===== config.mk =====
export PLATFORM = sky130hd
export DESIGN_NAME = raster_sync_gen
export DESIGN_NICKNAME = d
export VERILOG_FILES = /design/src/rtl/rsg_pkg.sv /design/src/rtl/rsg_regs.sv /design/src/rtl/rsg_raster.sv /design/src/rtl/rsg_span.sv /design/src/rtl/raster_sync_gen.sv
export SDC_FILE = /design/constraint.sdc
export NUM_CORES = 2
export LEC_CHECK = 0
export BUFFER_PORTS_ARGS = -buffer_cell sky130_fd_sc_hd__buf_2
export CAP_MARGIN = 20
export CORE_ASPECT_RATIO = 0.5
export CORE_MARGIN = 2
export CORE_UTILIZATION = 64
export CTS_CLUSTER_DIAMETER = 150
export DETAILED_ROUTE_END_ITERATION = 10
export HOLD_SLACK_MARGIN = 0.15
export PLACE_DENSITY = 0.89
export SLEW_MARGIN = 20
export SYNTH_ARGS = -nofsm -noshare
export SYNTH_HDL_FRONTEND = slang
export SYNTH_SLANG_ARGS = --single-unit
export TNS_END_PERCENT = 10

===== constraint.sdc =====
create_clock -name clk -period 12.51 [get_ports clk]
set_input_delay 1.251 -clock clk [delete_from_list [all_inputs] [get_ports clk]]
set_output_delay 1.251 -clock clk [all_outputs]
set_load 0.02 [all_outputs]

===== src/rtl/rsg_pkg.sv =====
package rsg_pkg;
   localparam int unsigned WORD_W      = 32;
   localparam int unsigned HALF_W      = 16;

   // word addresses of the shared registers
   localparam int unsigned A_MODE      = 0;
   localparam int unsigned A_LINE_CLKS = 1;
   localparam int unsigned A_HALF_LNS  = 2;
   localparam int unsigned A_RESTART   = 3;
   localparam int unsigned A_WIN_BASE  = 4;
   localparam int unsigned WIN_REGS    = 4;

   // per-port register block
   localparam int unsigned A_PORT_BASE = 8;
   localparam int unsigned PORT_STRIDE = 8;
   localparam int unsigned PORT_REGS   = 5;
   localparam int unsigned P_HSYNC     = 0;
   localparam int unsigned P_VL_TOP    = 1;
   localparam int unsigned P_VL_BOT    = 2;
   localparam int unsigned P_VO_TOP    = 3;
   localparam int unsigned P_VO_BOT    = 4;

   // window word order inside the window block
   localparam int unsigned W_TOP_BEG   = 0;
   localparam int unsigned W_TOP_END   = 1;
   localparam int unsigned W_BOT_BEG   = 2;
   localparam int unsigned W_BOT_END   = 3;

   localparam logic [WORD_W-1:0] MODE_PROG = 32'd0;
   localparam logic [WORD_W-1:0] MODE_ALT  = 32'd1;
endpackage


===== src/rtl/rsg_regs.sv =====
module rsg_regs
   import rsg_pkg::*;
#(
   parameter int unsigned NUM_PORTS      = 4,
   parameter int unsigned CNT_W          = 16,
   parameter int unsigned ADDR_W         = 6,
   parameter int unsigned RST_LINE_CLKS  = 16,
   parameter int unsigned RST_HALF_LINES = 16,
   localparam int unsigned PW            = 2 * CNT_W
)(
   input  logic                                        clk,
   input  logic                                        rst_n,
   input  logic                                        reg_wr,
   input  logic [ADDR_W-1:0]                           reg_addr,
   input  logic [WORD_W-1:0]                           reg_wdata,
   output logic [WORD_W-1:0]                           reg_rdata,
   output logic                                        run,
   output logic                                        alt,
   output logic                                        restart_req,
   output logic [CNT_W-1:0]                            line_clks,
   output logic [CNT_W-1:0]                            field_lines,
   output logic [WIN_REGS-1:0][PW-1:0]                 win,
   output logic [NUM_PORTS-1:0][PORT_REGS-1:0][PW-1:0] sync_cfg
);
   function automatic logic [PW-1:0] pack_pair(input logic [WORD_W-1:0] w);
      return {w[HALF_W +: CNT_W], w[0 +: CNT_W]};
   endfunction

   function automatic logic [WORD_W-1:0] unpack_pair(input logic [PW-1:0] p);
      logic [WORD_W-1:0] w;
      w = '0;
      w[HALF_W +: CNT_W] = p[CNT_W +: CNT_W];
      w[0 +: CNT_W]      = p[0 +: CNT_W];
      return w;
   endfunction

   logic [WORD_W-1:0] mode_q;
   logic [CNT_W-1:0]  half_q;

   always_ff @(posedge clk or negedge rst_n) begin
      if (!rst_n) begin
         mode_q    <= MODE_PROG;
         line_clks <= CNT_W'(RST_LINE_CLKS);
         half_q    <= CNT_W'(RST_HALF_LINES);
         win       <= '0;
      end else if (reg_wr) begin
         if (reg_addr == ADDR_W'(A_MODE))      mode_q    <= reg_wdata;
         if (reg_addr == ADDR_W'(A_LINE_CLKS)) line_clks <= reg_wdata[CNT_W-1:0];
         if (reg_addr == ADDR_W'(A_HALF_LNS))  half_q    <= reg_wdata[CNT_W-1:0];
         for (int w = 0; w < WIN_REGS; w++)
            if (reg_addr == ADDR_W'(A_WIN_BASE + w)) win[w] <= pack_pair(reg_wdata);
      end
   end

   for (genvar p = 0; p < NUM_PORTS; p++) begin : g_port
      for (genvar k = 0; k < PORT_REGS; k++) begin : g_reg
         localparam int unsigned ADR = A_PORT_BASE + PORT_STRIDE * p + k;
         logic [PW-1:0] q;
         always_ff @(posedge clk or negedge rst_n) begin
            if (!rst_n)
               q <= '0;
            else if (reg_wr && reg_addr == ADDR_W'(ADR))
               q <= pack_pair(reg_wdata);
         end
         assign sync_cfg[p][k] = q;
      end
   end

   always_comb begin
      reg_rdata = '0;
      if (reg_addr == ADDR_W'(A_MODE))      reg_rdata = mode_q;
      if (reg_addr == ADDR_W'(A_LINE_CLKS)) reg_rdata = WORD_W'(line_clks);
      if (reg_addr == ADDR_W'(A_HALF_LNS))  reg_rdata = WORD_W'(half_q);
      for (int w = 0; w < WIN_REGS; w++)
         if (reg_addr == ADDR_W'(A_WIN_BASE + w)) reg_rdata = unpack_pair(win[w]);
      for (int p = 0; p < NUM_PORTS; p++)
         for (int k = 0; k < PORT_REGS; k++)
            if (reg_addr == ADDR_W'(A_PORT_BASE + PORT_STRIDE * p + k))
               reg_rdata = unpack_pair(sync_cfg[p][k]);
   end

   assign run         = (mode_q == MODE_PROG) || (mode_q == MODE_ALT);
   assign alt         = (mode_q == MODE_ALT);
   assign restart_req = reg_wr && (reg_addr == ADDR_W'(A_RESTART)) && reg_wdata[0];
   assign field_lines = {1'b0, half_q[CNT_W-1:1]};
endmodule


===== src/rtl/rsg_raster.sv =====
module rsg_raster #(
   parameter int unsigned CNT_W = 16
)(
   input  logic             clk,
   input  logic             rst_n,
   input  logic             run,
   input  logic             alt,
   input  logic             restart_req,
   input  logic [CNT_W-1:0] line_clks,
   input  logic [CNT_W-1:0] field_lines,
   output logic [CNT_W-1:0] pix,
   output logic [CNT_W-1:0] line,
   output logic             field
);
   logic [CNT_W:0] pix_inc;
   logic           line_wrap;
   logic           field_wrap;

   assign pix_inc    = {1'b0, pix} + 1'b1;
   assign line_wrap  = pix_inc >= {1'b0, line_clks};
   assign field_wrap = line >= field_lines;

   always_ff @(posedge clk or negedge rst_n) begin
      if (!rst_n) begin
         pix   <= '0;
         line  <= CNT_W'(1);
         field <= 1'b0;
      end else if (restart_req) begin
         pix   <= '0;
         line  <= CNT_W'(1);
         field <= 1'b0;
      end else if (run) begin
         if (line_wrap) begin
            pix <= '0;
            if (field_wrap) begin
               line  <= CNT_W'(1);
               field <= alt ? ~field : 1'b0;
            end else begin
               line <= line + 1'b1;
            end
         end else begin
            pix <= pix_inc[CNT_W-1:0];
         end
      end
   end
endmodule


===== src/rtl/rsg_span.sv =====
module rsg_span #(
   parameter int unsigned W = 16
)(
   input  logic [W-1:0] cur,
   input  logic [W-1:0] beg,
   input  logic [W-1:0] fin,
   output logic         hit
);
   always_comb begin
      if (beg <= fin)
         hit = (cur >= beg) && (cur < fin);
      else
         hit = (cur >= beg) || (cur < fin);
   end
endmodule


===== src/rtl/raster_sync_gen.sv =====
module raster_sync_gen
   import rsg_pkg::*;
#(
   parameter int unsigned NUM_PORTS      = 4,
   parameter int unsigned CNT_W          = 16,
   parameter int unsigned RST_LINE_CLKS  = 16,
   parameter int unsigned RST_HALF_LINES = 16,
   localparam int unsigned ADDR_W        = $clog2(A_PORT_BASE + PORT_STRIDE * NUM_PORTS)
)(
   input  logic                 clk,
   input  logic                 rst_n,
   input  logic                 reg_wr,
   input  logic [ADDR_W-1:0]    reg_addr,
   input  logic [WORD_W-1:0]    reg_wdata,
   output logic [WORD_W-1:0]    reg_rdata,
   output logic [NUM_PORTS-1:0] hsync,
   output logic [NUM_PORTS-1:0] vsync,
   output logic                 active,
   output logic                 field,
   output logic                 evt_top,
   output logic                 evt_bot
);
   localparam int unsigned PW = 2 * CNT_W;

   if (NUM_PORTS < 1 || NUM_PORTS > 16) begin : g_bad_ports
      $error("raster_sync_gen: NUM_PORTS must lie in 1..16");
   end
   if (CNT_W < 2 || CNT_W > HALF_W) begin : g_bad_width
      $error("raster_sync_gen: CNT_W must lie in 2..16");
   end

   logic                                        run, alt, restart_req;
   logic [CNT_W-1:0]                            line_clks, field_lines;
   logic [WIN_REGS-1:0][PW-1:0]                 win;
   logic [NUM_PORTS-1:0][PORT_REGS-1:0][PW-1:0] sync_cfg;
   logic [CNT_W-1:0]                            pix, line;
   logic [PW-1:0]                               cur_pos;
   logic [PW-1:0]                               win_beg, win_end;
   logic                                        at_origin;

   rsg_regs #(
      .NUM_PORTS(NUM_PORTS), .CNT_W(CNT_W), .ADDR_W(ADDR_W),
      .RST_LINE_CLKS(RST_LINE_CLKS), .RST_HALF_LINES(RST_HALF_LINES)
   ) u_regs (
      .clk(clk), .rst_n(rst_n), .reg_wr(reg_wr), .reg_addr(reg_addr),
      .reg_wdata(reg_wdata), .reg_rdata(reg_rdata), .run(run), .alt(alt),
      .restart_req(restart_req), .line_clks(line_clks), .field_lines(field_lines),
      .win(win), .sync_cfg(sync_cfg)
   );

   rsg_raster #(.CNT_W(CNT_W)) u_raster (
      .clk(clk), .rst_n(rst_n), .run(run), .alt(alt), .restart_req(restart_req),
      .line_clks(line_clks), .field_lines(field_lines),
      .pix(pix), .line(line), .field(field)
   );

   assign cur_pos = {line, pix};

   for (genvar p = 0; p < NUM_PORTS; p++) begin : g_sync
      logic [PW-1:0] hs_w, vl_w, vo_w;
      assign hs_w = sync_cfg[p][P_HSYNC];
      assign vl_w = field ? sync_cfg[p][P_VL_BOT] : sync_cfg[p][P_VL_TOP];
      assign vo_w = field ? sync_cfg[p][P_VO_BOT] : sync_cfg[p][P_VO_TOP];

      rsg_span #(.W(CNT_W)) u_hspan (
         .cur(pix), .beg(hs_w[CNT_W-1:0]), .fin(hs_w[PW-1:CNT_W]), .hit(hsync[p])
      );
      rsg_span #(.W(PW)) u_vspan (
         .cur(cur_pos),
         .beg({vl_w[CNT_W-1:0], vo_w[CNT_W-1:0]}),
         .fin({vl_w[PW-1:CNT_W], vo_w[PW-1:CNT_W]}),
         .hit(vsync[p])
      );
   end

   assign win_beg = field ? win[W_BOT_BEG] : win[W_TOP_BEG];
   assign win_end = field ? win[W_BOT_END] : win[W_TOP_END];
   assign active  = (line >= win_beg[PW-1:CNT_W]) && (line <= win_end[PW-1:CNT_W]) &&
                    (pix  >= win_beg[CNT_W-1:0])  && (pix  <= win_end[CNT_W-1:0]);

   assign at_origin = (pix == '0) && (line == CNT_W'(1));
   assign evt_top   = run && at_origin && !field;
   assign evt_bot   = run && at_origin && field;
endmodule


# After elaboration in Yosys (flattened, before gate mapping)
# Index checks and enable logic that the tools add are counted.
[word_totals]
inputBits = 41
out_inout_bits = 44
reg_bits = 865
[op_classes]
reduce_logical = 62
order_cmp = 30
muxes = 57
n_addsub = 2
eq_ne = 29
n_bitwise = 1
[ops]
columns = ["operator", "count"]
rows = [
  ["$mux W32", 37],
  ["$ge A32 B32 Y1", 4],
  ["$le A32 B32 Y1", 4],
  ["$lt A32 B32 Y1", 4],
  ["$mux W16", 7],
  ["$ge A16 B16 Y1", 6],
  ["$le A16 B16 Y1", 6],
  ["$lt A16 B16 Y1", 4],
  ["$eq A6 B5 Y1 const B", 10],
  ["$logic_and A1 B1 Y1", 37],
  ["$eq A32 B1 Y1 const B", 1],
  ["$logic_not A32 Y1", 1],
  ["$eq A6 B4 Y1 const B", 5],
  ["$eq A6 B6 Y1 const B", 5],
  ["$eq A6 B3 Y1 const B", 4],
  ["$add A16 B1 Y17 const B", 1],
  ["$ge A17 B16 Y1", 1],
  ["$add A16 B1 Y16 const B", 1],
  ["$eq A16 B1 Y1 const B", 1],
  ["$ge A16 B15 Y1", 1],
  ["$logic_not A16 Y1", 1],
  ["$reduce_and A2 Y1", 8],
  ["$mux W1", 13],
  ["$eq A6 B2 Y1 const B", 2],
  ["7 further kinds", 17],
]

# Logic depth before layout (Yosys ltp)
[logic_depth]
word_depth = 28
mapped_depth = 17
mapped_depth_nobuf = 15

# Cells and area by module
# From an unflattened synthesis, not the netlist that was laid out.
[hier_totals]
cells_unflattened = 5721
area_unflattened_um2 = 60549.3
[by_module_without_submodules]
columns = ["module", "instances", "cells_per_inst", "area_each_um2", "seq_area_each_um2"]
rows = [
  ["rsg_regs", 1, 3123, 39021.2, 20822.5],
  ["rsg_span at g_sync[0].u_vspan ...", 4, 293, 2316.0, 0.0],
  ["raster_sync_gen", 1, 530, 5161.2, 0.0],
  ["rsg_span at g_sync[0].u_hspan ...", 4, 145, 1109.8, 0.0],
  ["rsg_raster", 1, 316, 2663.8, 827.0],
]

# Least setup slack after synthesis
# No wires, ideal clock.
[synth_path]
path_type = "register -> output"
startpoint = "register u_raster.field"
endpoint = "output vsync[1]"
arrival_ns = 3.999
stages_incl_launch_ff = 16
setup_slack_ns = 7.260
required_time_ns = 11.259
path_buffers = 5
path_cell_list = "dfrtp_1 clkbuf_1 clkbuf_1 clkbuf_1 buf_1 mux2i_1 inv_1 ha_1 a21o_1 a21o_1 a21oi_1 o21ai_0 or4_1 o21ba_2 maj3_1 buf_4"
[synth_via]
elab_chain_cells = 4
word_cells_on_any_way = 8
classes_between = "order compare (3); mux (3); reduce/logical (2)"
[synth_rtl]
columns = ["element", "line_no", "source"]
rows = [
  ["start, declared", "rsg_raster.sv:13", "output logic field"],
  ["start signal, assigned", "rsg_raster.sv:37", "field <= alt ? ~field : 1'b0;"],
  ["$mux W32, on equally long branches", "raster_sync_gen.sv:63, raster_sync_gen.sv:62", ""],
  ["$ge A32 B32 Y1 / $lt A32 B32 Y1 (equally long branches)", "rsg_span.sv:11, rsg_span.sv:13", ""],
  ["$logic_or A1 B1 Y1 / $logic_and A1 B1 Y1 (equally long branches)", "rsg_span.sv:13, rsg_span.sv:11", ""],
  ["$mux W1 *", "rsg_span.sv:10", "if (beg <= fin)"],
  ["end, declared", "raster_sync_gen.sv:17", "output logic [NUM_PORTS-1:0] vsync,"],
]
# Every way passes the cells marked *; elsewhere a longest branch is shown, timed or not.

# Worst setup path in the final report
[layout_path]
startpoint = "input reg_addr[1]"
endpoint = "output reg_rdata[28]"
[layout_via]
elab_chain_cells = 28
word_cells_on_any_way = 54
classes_between = "eq/ne (26); mux (27); reduce/logical (1)"
[layout_rtl]
columns = ["element", "line_no", "source"]
rows = [
  ["start, declared", "raster_sync_gen.sv:13", "input logic [ADDR_W-1:0] reg_addr,"],
  ["$logic_not A6 Y1", "rsg_regs.sv:71", "if (reg_addr == ADDR_W'(A_MODE)) reg_rdata = mode_q;"],
  ["$mux W32", "rsg_regs.sv:71", ""],
  ["$mux W32", "rsg_regs.sv:72", "if (reg_addr == ADDR_W'(A_LINE_CLKS)) reg_rdata = WORD_W'(line_clks);"],
  ["$mux W32", "rsg_regs.sv:73", "if (reg_addr == ADDR_W'(A_HALF_LNS)) reg_rdata = WORD_W'(half_q);"],
  ["$mux W32 (4 in series)", "rsg_regs.sv:75", "if (reg_addr == ADDR_W'(A_WIN_BASE + w)) reg_rdata = unpack_pair(win[w]);"],
  ["$mux W32 (19 in series)", "rsg_regs.sv:78", "if (reg_addr == ADDR_W'(A_PORT_BASE + PORT_STRIDE * p + k))"],
  ["$mux W32 *", "rsg_regs.sv:78", ""],
  ["end, declared", "raster_sync_gen.sv:15", "output logic [WORD_W-1:0] reg_rdata,"],
]
# Marked as above.

==> results.ini <==
[outcome]
status = completed

[sta]
fin_crit_sh_pct = 60.4
worst_slack_ns = 4.95
setup_viol = 0
hold_viol = 0
fin_skew_ns = 0.0241
slew_headroom_pct = 14.1
drv_slew = 0
period_minus_slack_ns = 7.56
rsz0062_at_grt = no
max_freq_mhz = 132
fin_tns_setup_ns = 0
worst_slew_pin_slew_ns = 1.29
fin_hold_ws_ns = 0.511

[final_layout]
layout_commonest_cell = dfrtp_1
final_core_util_pct = 69.5
final_cell_area_sq_um = 62800
area_growth_pct = 7.90
n_fill_cell = 6633
layout-drive-gt1-share_pct = 22.9
final_cell_mix = dfrtp_1, mux2_2, ha_1
fin_nets = 6098
fin_cells = 6676

[cts]
cts_tree = done
cts.sinks = 865
postCtsSetupBuffers = 0
ctsResizeCount = 0
postCtsHoldBufs = 0
cts.clk_slew.worst_paths_ns = 0.07
insertion_delay_ns = 0.73
cts_max_path_buffers = 3
cts_max_level = 3
cts_buffers = 82
cts-root-buf = clkbuf_16

[synth]
synth_flop_cell = dfrtp_1
synth_top_area_cell = dfrtp_1
muxShareOfSynthArea_pct = 23.4
synth_area_leaders = dfrtp_1, mux2_2, ha_1, mux2i_1, o21ai_0
synth-xor-area-share_pct = 0.256
async_reset_ff_share_pct = 100
syn_nets = 6138
synth_compound_area_share_pct = 13.5
synth-adder-area-share_pct = 14.5
synth_area_sq_um = 58200
synth_top_family_by_area = multiplexers
synth-simple-area-share_pct = 6.89
synth_cell_types = 83
synth_top_cell_area_share_pct = 37.0
synth-edff-count = 0
yosysWarningCount = 0
synth_cells = 5430
ys_seq_elements = 865
yosysSeqAreaShare_pct = 37.2
post_synth.cell_area_avg_sq_um = 10.7

[drt]
wirelength_microns = 258000
drt-initial-drc-count = 9113
drc = 0
ant_nets = 0
post_drt_wl_per_cell_microns = 38.7
vias = 51600
first_pass_iters = 11
vias_per_cell = 7.73

[global_route]
track_usage_pct = 54.4
grt-ovfl-total = 0
grt_pass1_vias = 49400
grt_pass1_wl_microns = 362000
grt_max_degree = 121
antenna_found_initial = 31

[min_path]
hp-class = register to register

[floorplan]
die_y_microns = 217
initial_core_util_pct = 64.4
fp.coreArea_sq_um = 90400
num_io_pins = 85
rows = 78
die-area_sq_um = 93600
die_w_microns = 431

[power]
finalPower_mw = 9.38
max-vdd-ir-drop_uv = 153
p_leak_nw = 30.3
power_density_nw_per_um2 = 149

[worst_setup_path]
path_max_fanout = 39
arrival_ns = 6.31
cp-start-kind = input port
crit_path_top_delay_cell = a31oi_1
critPathMostFrequentCell = buf_4
cpPeakStageDelay_ns = 0.69
worstPathRequired_ns = 11.26
worstSetupPathType = input port to output port
crit_family = compound AO/OA/AOI/OAI gates
cp_num_buf_inv = 4
cp-end-kind = output port
cp_cell_sequence = buf_4, buf_4, nor2b_4, buf_4, a22oi_1, nor2_1, a221oi_1, a31oi_1, o221ai_1, and3_1, o31ai_1, buf_2

[placement]
gp_congestion = 1.10
placed_cell_area_sq_um = 59800
place_ws_ns = 5.53
io_buffers = 84
hpwl_microns = 183000
place_inst = 6505

[flow_run]
drv_cap = 0

power breakdown:
part           total (mW)  leakage [nW]  switching (mW)  internal, mW
Clock                2.79          1.40            1.23          1.56
Sequential           3.66          11.5           0.497          3.17
Combinational        2.93          17.4            1.78          1.15
Total                9.38          30.3            3.51          5.88
cell type report:
cell class / instances / area [sq um] / share of cell area (%)
Antenna cell: 23 / 57.6 / 0.0916
Clock inverter: 40 / 567 / 0.902
Timing Repair Buffer: 212 / 1440 / 2.29
Multi-Input combinational cell: 3925 / 34100 / 54.3
Clock buffer: 107 / 2320 / 3.69
Tap cell: 1200 / 1500 / 2.39
Sequential cell: 865 / 21700 / 34.5
Inverter: 304 / 1140 / 1.82
routing by layer:
layer	up-vias	wire length, microns	track usage [%]
li1	20300	-	-
met1	25400	93800	69.2
met2	4681	95500	70.4
met3	1251	46500	29.0
met4	26	21800	36.1
met5	-	635	3.69
synth_stat cells (27+ instances only):
library cell / instances
nor3_1: 46
o21ai_0: 280
nand2_1: 192
buf_1: 131
a22oi_1: 47
buf_2: 47
a211oi_1: 47
mux2_2: 835
ha_1: 667
nor2_1: 223
a21oi_1: 261
o211ai_1: 41
mux2i_1: 371
inv_1: 303
clkbuf_1: 142
a2111oi_0: 31
o22ai_1: 61
nor4_1: 32
a222oi_1: 27
a21o_1: 103
dfrtp_1: 862
a31oi_1: 29
nand2b_1: 35
nor2b_1: 41
nand3_1: 59
o221ai_1: 36
nand4_1: 98
a221oi_1: 60
and3_1: 27
o21a_1: 42
path summary, 6_finish.rpt:
check,startpoint,end,slack [ns],cells after the start
min in group asynchronous,rst_n,u_regs.win[41],0.58,1
max,reg_addr[1],reg_rdata[28],4.95,12
max in group asynchronous,rst_n,u_regs.g_port[3].g_reg[4].q[21],8.56,4
min reg2reg,u_regs.g_port[3].g_reg[0].q[19],u_regs.g_port[3].g_reg[0].q[19],0.51,1
max reg2reg,u_raster.pix[3],u_raster.pix[8],7.54,17
min,u_regs.g_port[3].g_reg[0].q[19],u_regs.g_port[3].g_reg[0].q[19],0.51,1
flip-flops by register name, indices dropped and copies added, names as in the netlist:
signal             count
u_raster.pix          16
u_regs.half_q         16
u_regs.line_clks      16
u_regs.win           128
u_regs.g_port.g.q    640
u_raster.line         16
u_regs.mode_q         32
u_raster.field         1
logic make-up (layout without fill, tap and decap cells):
group | after synthesis | count (layout)
AO/OA/AOI/OAI | 1192 | 1192
buffers and inverters | 640 | 663
flip-flops | 865 | 865
other | 0 | 23
XOR/XNOR | 17 | 17
adder cells (fa/ha/maj) | 675 | 675
AND/OR/NAND/NOR | 807 | 807
multiplexers | 1234 | 1234
No activity file was read; power rests on OpenSTA's default activity.
